[src/rtl/tri_pkg.sv]
package tri_pkg;
  typedef enum logic {
    DIR_DOWN = 1'b0,
    DIR_UP   = 1'b1
  } dir_e;
endpackage

[src/rtl/tri_updown.sv]
module tri_updown
  import tri_pkg::*;
#(
  parameter int W = 20
) (
  input  logic         clk_i,
  input  logic         rst_ni,
  input  logic         en_i,
  input  logic [W-1:0] peak_i,
  output logic [W-1:0] cnt_o
);
  localparam logic [W-1:0] ONE = W'(1);

  logic [W-1:0] cnt_q, pk_q, lim;
  dir_e         dir_q, dir_n;
  logic         at_zero, idle, turn_top, turn_bot;

  always_comb begin
    at_zero  = (cnt_q == '0);
    // peak is only adopted at zero; mid-period the latched copy rules
    lim      = at_zero ? peak_i : pk_q;
    idle     = !en_i || (lim == '0);
    turn_top = (dir_q == DIR_UP) && (cnt_q >= lim);
    turn_bot = (dir_q == DIR_DOWN) && at_zero;
    dir_n    = dir_q;
    if (turn_bot)      dir_n = DIR_UP;
    else if (turn_top) dir_n = DIR_DOWN;
  end

  always_ff @(posedge clk_i or negedge rst_ni) begin
    if (!rst_ni) begin
      cnt_q <= '0;
      pk_q  <= '0;
      dir_q <= DIR_UP;
    end else begin
      if (at_zero) pk_q <= peak_i;
      if (idle) begin
        cnt_q <= '0;
        dir_q <= DIR_UP;
      end else begin
        dir_q <= dir_n;
        cnt_q <= (dir_n == DIR_UP) ? cnt_q + ONE : cnt_q - ONE;
      end
    end
  end

  assign cnt_o = cnt_q;
endmodule

[src/rtl/tri_extreme.sv]
module tri_extreme
  import tri_pkg::*;
#(
  parameter int W = 20
) (
  input  logic         clk_i,
  input  logic         rst_ni,
  input  logic         en_i,
  input  logic [W-1:0] val_i,
  output logic         min_o,
  output logic         max_o
);
  logic [W-1:0] prev_q;
  dir_e         slope_q;
  logic         rise, fall;

  always_comb begin
    rise  = val_i > prev_q;
    fall  = val_i < prev_q;
    // a turn in slope marks the previous sample as an extreme
    min_o = en_i && rise && (slope_q == DIR_DOWN);
    max_o = en_i && fall && (slope_q == DIR_UP);
  end

  always_ff @(posedge clk_i or negedge rst_ni) begin
    if (!rst_ni) begin
      prev_q  <= '0;
      slope_q <= DIR_DOWN;
    end else begin
      prev_q <= val_i;
      if (rise)      slope_q <= DIR_UP;
      else if (fall) slope_q <= DIR_DOWN;
    end
  end
endmodule

[src/rtl/tri_carrier.sv]
module tri_carrier #(
  parameter int W = 20
) (
  input  logic         clk_i,
  input  logic         rst_ni,
  input  logic         en_i,
  input  logic         ext_sel_i,
  input  logic [W-1:0] peak_i,
  input  logic [W-1:0] carrier_ext_i,
  output logic [W-1:0] carrier_o,
  output logic         at_min_o,
  output logic         at_max_o
);
  logic [W-1:0] cnt;

  tri_updown #(.W(W)) u_cnt (
    .clk_i  (clk_i),
    .rst_ni (rst_ni),
    .en_i   (en_i),
    .peak_i (peak_i),
    .cnt_o  (cnt)
  );

  assign carrier_o = ext_sel_i ? carrier_ext_i : cnt;

  tri_extreme #(.W(W)) u_ext (
    .clk_i  (clk_i),
    .rst_ni (rst_ni),
    .en_i   (en_i),
    .val_i  (carrier_o),
    .min_o  (at_min_o),
    .max_o  (at_max_o)
  );
endmodule

[config.mk]
export PLATFORM = sky130hd
export DESIGN_NAME = tri_carrier
export DESIGN_NICKNAME = d
export VERILOG_FILES = /design/src/rtl/tri_pkg.sv /design/src/rtl/tri_updown.sv /design/src/rtl/tri_extreme.sv /design/src/rtl/tri_carrier.sv
export SDC_FILE = /design/constraint.sdc
export NUM_CORES = 1
export LEC_CHECK = 0
export BUFFER_PORTS_ARGS = -buffer_cell sky130_fd_sc_hd__clkbuf_2
export CORE_MARGIN = 10
export CORE_UTILIZATION = 62
export DETAILED_ROUTE_END_ITERATION = 16
export GPL_TIMING_DRIVEN = 0
export PLACE_DENSITY = 0.86
export SYNTH_ARGS = -nofsm -noshare
export SYNTH_HDL_FRONTEND = slang
export SYNTH_SLANG_ARGS = --single-unit
[constraint.sdc]
create_clock -name clk_i -period 13.7 [get_ports clk_i]
set_input_delay 0.685 -clock clk_i [delete_from_list [all_inputs] [get_ports clk_i]]
set_output_delay 0.685 -clock clk_i [all_outputs]
set_load 0.005 [all_outputs]
==> results by group, run 1 <==
Placement
  • RD Place Congestion: approximately 0.87
  • IO Port Bufs: 65
  • Pre-CTS setup slack: a little over 8 ns
  • Detail Placement HPWL: between 8 and 9 mm
  • Cell total after placement: approximately 570

GRT
  • GRT Total Usage: 0.222
  • Pin count of the biggest net entering global routing: between 60 and 70
  • Global-route wire length before repair: approximately 18 mm
  • Grt ovf: 0
  • Vias in the first global route: between 3000 and 4000
  • Antenna violations before repair: 0

Route
  • Post-Route WL: ~11 mm
  • Detailed Route Iter0 Violations: roughly 230
  • Residual DRC count: 0
  • Post-route ant nets: 0
  • Pre-Repair DR Iteration Count: 4
  • Via count: 3553
  • Wire length per cell: 19.1 um
  • Vias per cell: between 6 and 7

Timing
  • Fmax: 0.175 GHz
  • Final Slew Violations: 0
  • Setup TNS: 0 ns
  • Least-Margin Pin Slew: between 0.8 and 0.9 ns
  • Fin crit period: 5.71 ns
  • Headroom to the max-slew limit: 0.421
  • RSZ-0062 raised after global routing: false
  • Final worst slack: 7.99 ns
  • # setup viols final: 0
  • Setup Skew: around 0.011 ns
  • Final period util: 0.417
  • Fin. Hold Viols: 0

Synth
  • Synth cell types: 54
  • Post-synthesis sequential area ratio: 0.368
  • FF+latch count, synth: 62
  • Post-synth ARST share: 1.00
  • Post-Syn Area per Cell: approximately 10 sq um
  • Mapped Cells: 420
  • Syn. warnings: 0
  • Syn_nets: between 500 and 600
  • Cell area after synthesis: about 4200 sq um
  • EDFF count, synth: 0
  • Main flop type after synthesis: dfrtp_1

Finish
  • Nets: 601
  • Fill count: 478
  • Most frequent cells in the layout: clkbuf_2 (64), dfrtp_1 (61), ha_1 (58), inv_1 (50), nor2_1 (28)
  • Ant. Diodes: 0
  • Non-filler cells in the finished layout: between 500 and 600
  • P&R area growth vs syn: 15.7%
  • Layout cells sized above 1: 0.239
  • Most common cell after layout, fill and taps aside: clkbuf_2

Setup path
  • CP max stage cell: dfrtp_1
  • Critical Path RT: approximately 14 ns
  • Crit end category: register
  • Critical path launch point type: register
  • Worst-path cell chain: nor4_1 > nand2_1 > nor2_4 > buf_8 > buf_2 > mux2i_1 > ha_1 > nand4_1 > nor2_1 > nor4bb_1 > nand2_1 > a32oi_1 > buf_4 > buf_4 > ha_1 > a211oi_1 > o21ai_0 > nand3_1 > nand3_1 > a311oi_1 > o41ai_1 > mux2i_1
  • CP Class: register to register
  • Critical Path AT: 5.94 ns
  • Critical path peak fanout: 11
  • Crit-path max cell delay: ~0.48 ns

Die
  • Core Box Area: roughly 6700 sq um
  • Die Width: 103 um
  • Die height: 103 um
  • Site Rows: 30
  • Die area: between 10000 and 15000 sq um
  • I/O pins: 66
  • Starting Density: 0.628

Pwr
  • Pleak: approximately 2.5 nW
  • Max IR drop VDD: 259 uV
  • Power per cell area: ~300 nW/um^2
  • Final Total Pwr: between 1 and 1.5 mW

CTS
  • Clk root buf: clkbuf_8
  • Post-CTS Hold Buffers: 0
  • Clk sink count: 62
  • Clk_lat worst skew: around 0.36 ns
  • CTS tree: yes
  • Post-cts repair resize count: 0
  • TritonCTS buffer count: 9
  • CTS clk-pin slew, worst paths: about 0.080 ns
  • H-tree levels: 3
  • Post-CTS setup buffer count: 0
  • Max clock buf depth: 2

Job
  • Max-cap violations: 0

Min path
  • Hold crit path type: input port to async pin

Run status
  • Status: completed
==> cell usage after synthesis (3+ instances only) <==
cell / n / area (sq um)
dfrtp_1: 61 / 1530
mux2_2: 24 / 270
a21oi_1: 23 / 115
nor2b_1: 4 / 25.0
nand4_1: 9 / 56.3
nor4_1: 11 / 68.8
inv_1: 50 / 188
nor3_1: 11 / 55.1
a211oi_1: 4 / 30.0
xor2_1: 5 / 43.8
nor2_1: 28 / 105
nand2_1: 16 / 60.1
o21ai_0: 13 / 65.1
ha_1: 58 / 726
a21o_1: 12 / 90.1
and2_1: 5 / 31.3
nand2b_1: 6 / 37.5
nor4_2: 3 / 37.5
nand3_1: 8 / 40.0
and3_1: 4 / 25.0
o21a_1: 5 / 37.5
mux2i_1: 15 / 150
xnor2_1: 5 / 43.8
==> state kept, by name, summed over array words and instances, names as in the netlist <==
name	count
u_ext.slope_q	1
u_cnt.pk_q	20
u_ext.prev_q	20
u_cnt.cnt_o	20
u_cnt.dir_q	1
==> worst max-delay path, delay by kind of cell (launching register included) <==
kind / cells / cell delay [ns]
simple gates: 9 / 1.93
mux: 2 / 0.45
compound gates: 5 / 1.32
flops: 1 / 0.48
fa+ha+maj: 2 / 0.45
buf+inv: 4 / 0.92
==> worst paths after layout <==
kind / slack, ns / cells after the start / end / startpoint
min in group clk_i: 0.54 / 2 / u_cnt.pk_q[15]$_DFF_PN0_ / u_cnt.pk_q[15]$_DFF_PN0_
setup / recovery: 7.99 / 22 / u_cnt.cnt_o[19]$_DFF_PN0_ / u_cnt.cnt_o[12]$_DFF_PN0_
setup reg to reg: 7.99 / 22 / u_cnt.cnt_o[19]$_DFF_PN0_ / u_cnt.cnt_o[12]$_DFF_PN0_
hold reg to reg: 0.54 / 2 / u_cnt.pk_q[15]$_DFF_PN0_ / u_cnt.pk_q[15]$_DFF_PN0_
max in group asynchronous: 12.68 / 1 / u_cnt.cnt_o[6]$_DFF_PN0_ / rst_ni
hold / removal: 0.47 / 1 / u_ext.prev_q[13]$_DFF_PN0_ / rst_ni
==> final cells by class <==
type | count | area [sq um] | area share
multi-input cells | 303 | 2450 | 0.501
clock inverters | 7 | 97.6 | 0.0200
repair buffers | 67 | 343 | 0.0702
well taps | 80 | 100 | 0.0205
flip-flops and latches | 62 | 1550 | 0.318
clock buffers | 9 | 124 | 0.0254
plain buffers | 5 | 32.5 | 0.00666
inverters | 50 | 188 | 0.0384
==> report_power, final <==
part           total, mW  switching, mW  internal [mW]  leakage, nW
registers          0.329         0.0720          0.257        0.796
clock network      0.183         0.0801          0.103        0.106
logic              0.938          0.528          0.409         1.60
==> metrics by stage <==
step           area [sq um]  utilization  hold WS [ns]
3_5_place_dp           4660        0.694         0.518
3_3_place_gp           4650        0.691         0.493
6_report               4880        0.727         0.467
4_1_cts                4880        0.727         0.486
5_1_grt                4880        0.727         0.524
2_1_floorplan          4220            -         0.389
==> cell families (layout without fill, tap and decap cells) <==
logic type,Yosys count,count (layout),share of synthesized area
xor gates and xnor gates,10,10,0.0208
AOI/OAI and AO/OA,77,77,0.124
adders and majority gates,59,59,0.177
and+or+nand+nor,117,117,0.155
muxes,40,40,0.103
buffers and inverters,55,138,0.0522
DFF,62,62,0.368
==> routing by layer <==
layer,GRT usage,share of wire
met5,0,0
met4,0.103,0.029
met3,0.0422,0.064
met2,0.377,0.48
met1,0.266,0.43
Note: power is estimated with default switching activity, not from simulation.
==> run 2, diff against run 1 <==
- CORE_UTILIZATION: 62 -> 58
- PLACE_DENSITY: 0.86 -> 0.81
- clock period: 13.7 -> 5.67 ns (I/O delays scaled with it)
==> run 2 against run 1 <==
Against the previous run: critical path depth fell by 1; via count decreased by 0.73%; count of clock-buffer cells in the layout grew 3; largest power group unchanged.
==> results by group, run 2 (synthesis results as in run 1) <==
Setup path
  • Start point of the critical path: u_cnt.cnt_o[1]$_DFF_PN0_
  • CP Class: register to register
  • Worst Reg-to-Reg Cells: 21
  • Critical path peak fanout: 19
  • Worst reg2reg setup slack: 0.43 ns
  • Reg2reg start: u_cnt.cnt_o[1]$_DFF_PN0_
  • CP Capture Point: u_cnt.cnt_o[18]$_DFF_PN0_
  • Critical path launch point type: register
  • R2r endpoint: u_cnt.cnt_o[18]$_DFF_PN0_
  • Critical Path RT: roughly 5.9 ns
  • Crit end category: register
  • Critical Path AT: between 5 and 6 ns

Placement
  • Pre-CTS setup slack: -0.0301 ns
  • IO Port Bufs: 65
  • RD Place Congestion: 0.876
  • Detail Placement HPWL: 8.27 mm

Route
  • Residual DRC count: 0
  • Post-Route WL: ~11 mm
  • Post-route ant nets: 0
  • Vias per cell: 5.87
  • Detailed Route Iter0 Violations: 188
  • Pre-Repair DR Iteration Count: 4
  • Via count: around 3500
  • Wire length per cell: about 18 um

Pwr
  • Pleak: around 2.5 nW
  • Max IR drop VDD: between 500 and 600 uV
  • Clock power share: 0.113
  • Sequential power share: 0.226
  • Switching power: ~1.6 mW
  • Pint: between 1.5 and 2 mW
  • Final Total Pwr: between 3 and 4 mW
  • Switch share: 0.465
  • Combinational share of power: 0.661
  • Power per cell area: a little over 700 nW/um^2

CTS
  • CTS clk-pin slew, worst paths: around 0.070 ns
  • Clk sink count: 62
  • TritonCTS buffer count: 9
  • Clk_lat worst skew: 0.34 ns
  • Clk root buf: clkbuf_8
  • H-tree levels: 3
  • CTS tree: yes
  • Max clock buf depth: 2

Run status
  • Status: completed

GRT
  • Antenna violations before repair: 0
  • Grt ovf: 0
  • Global-route wire length before repair: 17.6 mm
  • M2 GR Usage: 0.329
  • Pin count of the biggest net entering global routing: 63
  • Grt met3 use: 0.0438
  • M1 GR Usage: 0.234
  • Busiest layer in global routing: met2
  • GRT Total Usage: 0.195
  • Vias in the first global route: ~3700

Timing
  • Final Slew Violations: 0
  • Final worst slack: about 0.43 ns
  • Least-Margin Pin Slew: between 0.8 and 0.9 ns
  • Fin crit period: between 5 and 6 ns
  • Headroom to the max-slew limit: 0.429
  • Setup Skew: 0.0112 ns
  • Setup TNS: 0 ns
  • Final period util: 0.924
  • Fmax: around 0.19 GHz
  • Fin. Hold Viols: 0
  • # setup viols final: 0
  • RSZ-0062 raised after global routing: false

Finish
  • Most frequent cells in the layout: clkbuf_2 (64), dfrtp_1 (61), ha_1 (58), inv_1 (50), nor2_1 (28)
  • Ant. Diodes: 0
  • Layout cells sized above 1: 0.245
  • Multi-input logic area: around 2500 sq um
  • P&R area growth vs syn: 17.1%
  • Seq. cell area: 1550 sq um
  • Fill count: approximately 530
  • Most common cell after layout, fill and taps aside: clkbuf_2
  • Nets: 600

Die
  • I/O pins: between 60 and 70
  • Die area: between 10000 and 15000 sq um
  • Core Box Area: about 7200 sq um
  • Starting Density: 0.588
  • Die height: 105 um
  • Die Width: around 110 um
  • Site Rows: 31

Min path
  • Hold crit path type: input port to async pin

Job
  • Max-cap violations: 0
==> run 2: power by group through the flow <==
stage | sequential, mW | combinational (mW) | clock, mW
2_1_floorplan | 0.724 | 1.72 | 0
3_3_place_gp | 0.785 | 2.07 | 0
3_5_place_dp | 0.791 | 2.19 | 0
4_1_cts | 0.784 | 2.23 | 0.400
5_1_grt | 0.806 | 2.62 | 0.420
6_report | 0.795 | 2.32 | 0.396
==> run 2: final cells by class <==
class / instances / area share
Clock inverter: 4 / 0.00911
Inverter: 50 / 0.0380
Multi-Input combinational cell: 303 / 0.504
Timing Repair Buffer: 67 / 0.0727
Clock buffer: 12 / 0.0314
Tap cell: 99 / 0.0251
Sequential cell: 62 / 0.314
Buffer: 4 / 0.00557
==> run 2: metal layers <==
metal	share of wire	routed length (um)	up-vias
li1	-	-	1676
met5	0	0	-
met4	0.029	316	0
met3	0.054	584	20
met2	0.48	5140	116
met1	0.44	4730	1715
==> run 2: what timing repair did <==
item / CTS / global route
pin swaps: 0 / 1
endpoints found under the hold margin: 0 / 0
gates resized for setup: 1 / 4
hold buffers: 0 / 0
setup endpoints to repair: 2 / 11
setup buffers: 0 / 1
==> run 2: worst min path at each step <==
stage,to,from,slack (ns)
after floorplan,u_cnt.cnt_o[0]$_DFF_PN0_,rst_ni,-0.01
after global placement,u_ext.slope_q$_DFFE_PN0P_,u_ext.slope_q$_DFFE_PN0P_,0.50
after detailed placement,u_ext.prev_q[13]$_DFF_PN0_,rst_ni,0.47
after CTS,u_ext.prev_q[4]$_DFF_PN0_,rst_ni,0.11
after global routing,u_ext.prev_q[12]$_DFF_PN0_,rst_ni,0.16
final,u_ext.prev_q[12]$_DFF_PN0_,rst_ni,0.08
==> run 2: worst max-delay path, stage by stage (launching register included) <==
cell	delay, ns
dfrtp_1	0.46
nor4_2	0.39
nand3_2	0.17
nor2_4	0.19
buf_8	0.22
mux2_2	0.39
ha_1	0.27
nand2b_1	0.15
a21o_1	0.17
a211oi_1	0.22
o21ai_0	0.20
nand2_1	0.15
a32oi_4	0.15
buf_6	0.20
ha_1	0.37
nand3_1	0.12
o2111a_1	0.27
nor3_1	0.30
nand3b_1	0.19
nand3_1	0.13
a31oi_1	0.25
mux2i_1	0.20
==> run 2: through the flow <==
step | hold WS (ns) | utilization | instances | area, sq um
after global routing | 0.156 | 0.689 | 601 | 4940
after detailed placement | 0.472 | 0.654 | 585 | 4690
after CTS | 0.114 | 0.683 | 601 | 4900
after floorplan | -0.0121 | - | 420 | 4220
after global placement | 0.498 | 0.651 | 584 | 4670
final | 0.0822 | 0.689 | 601 | 4940
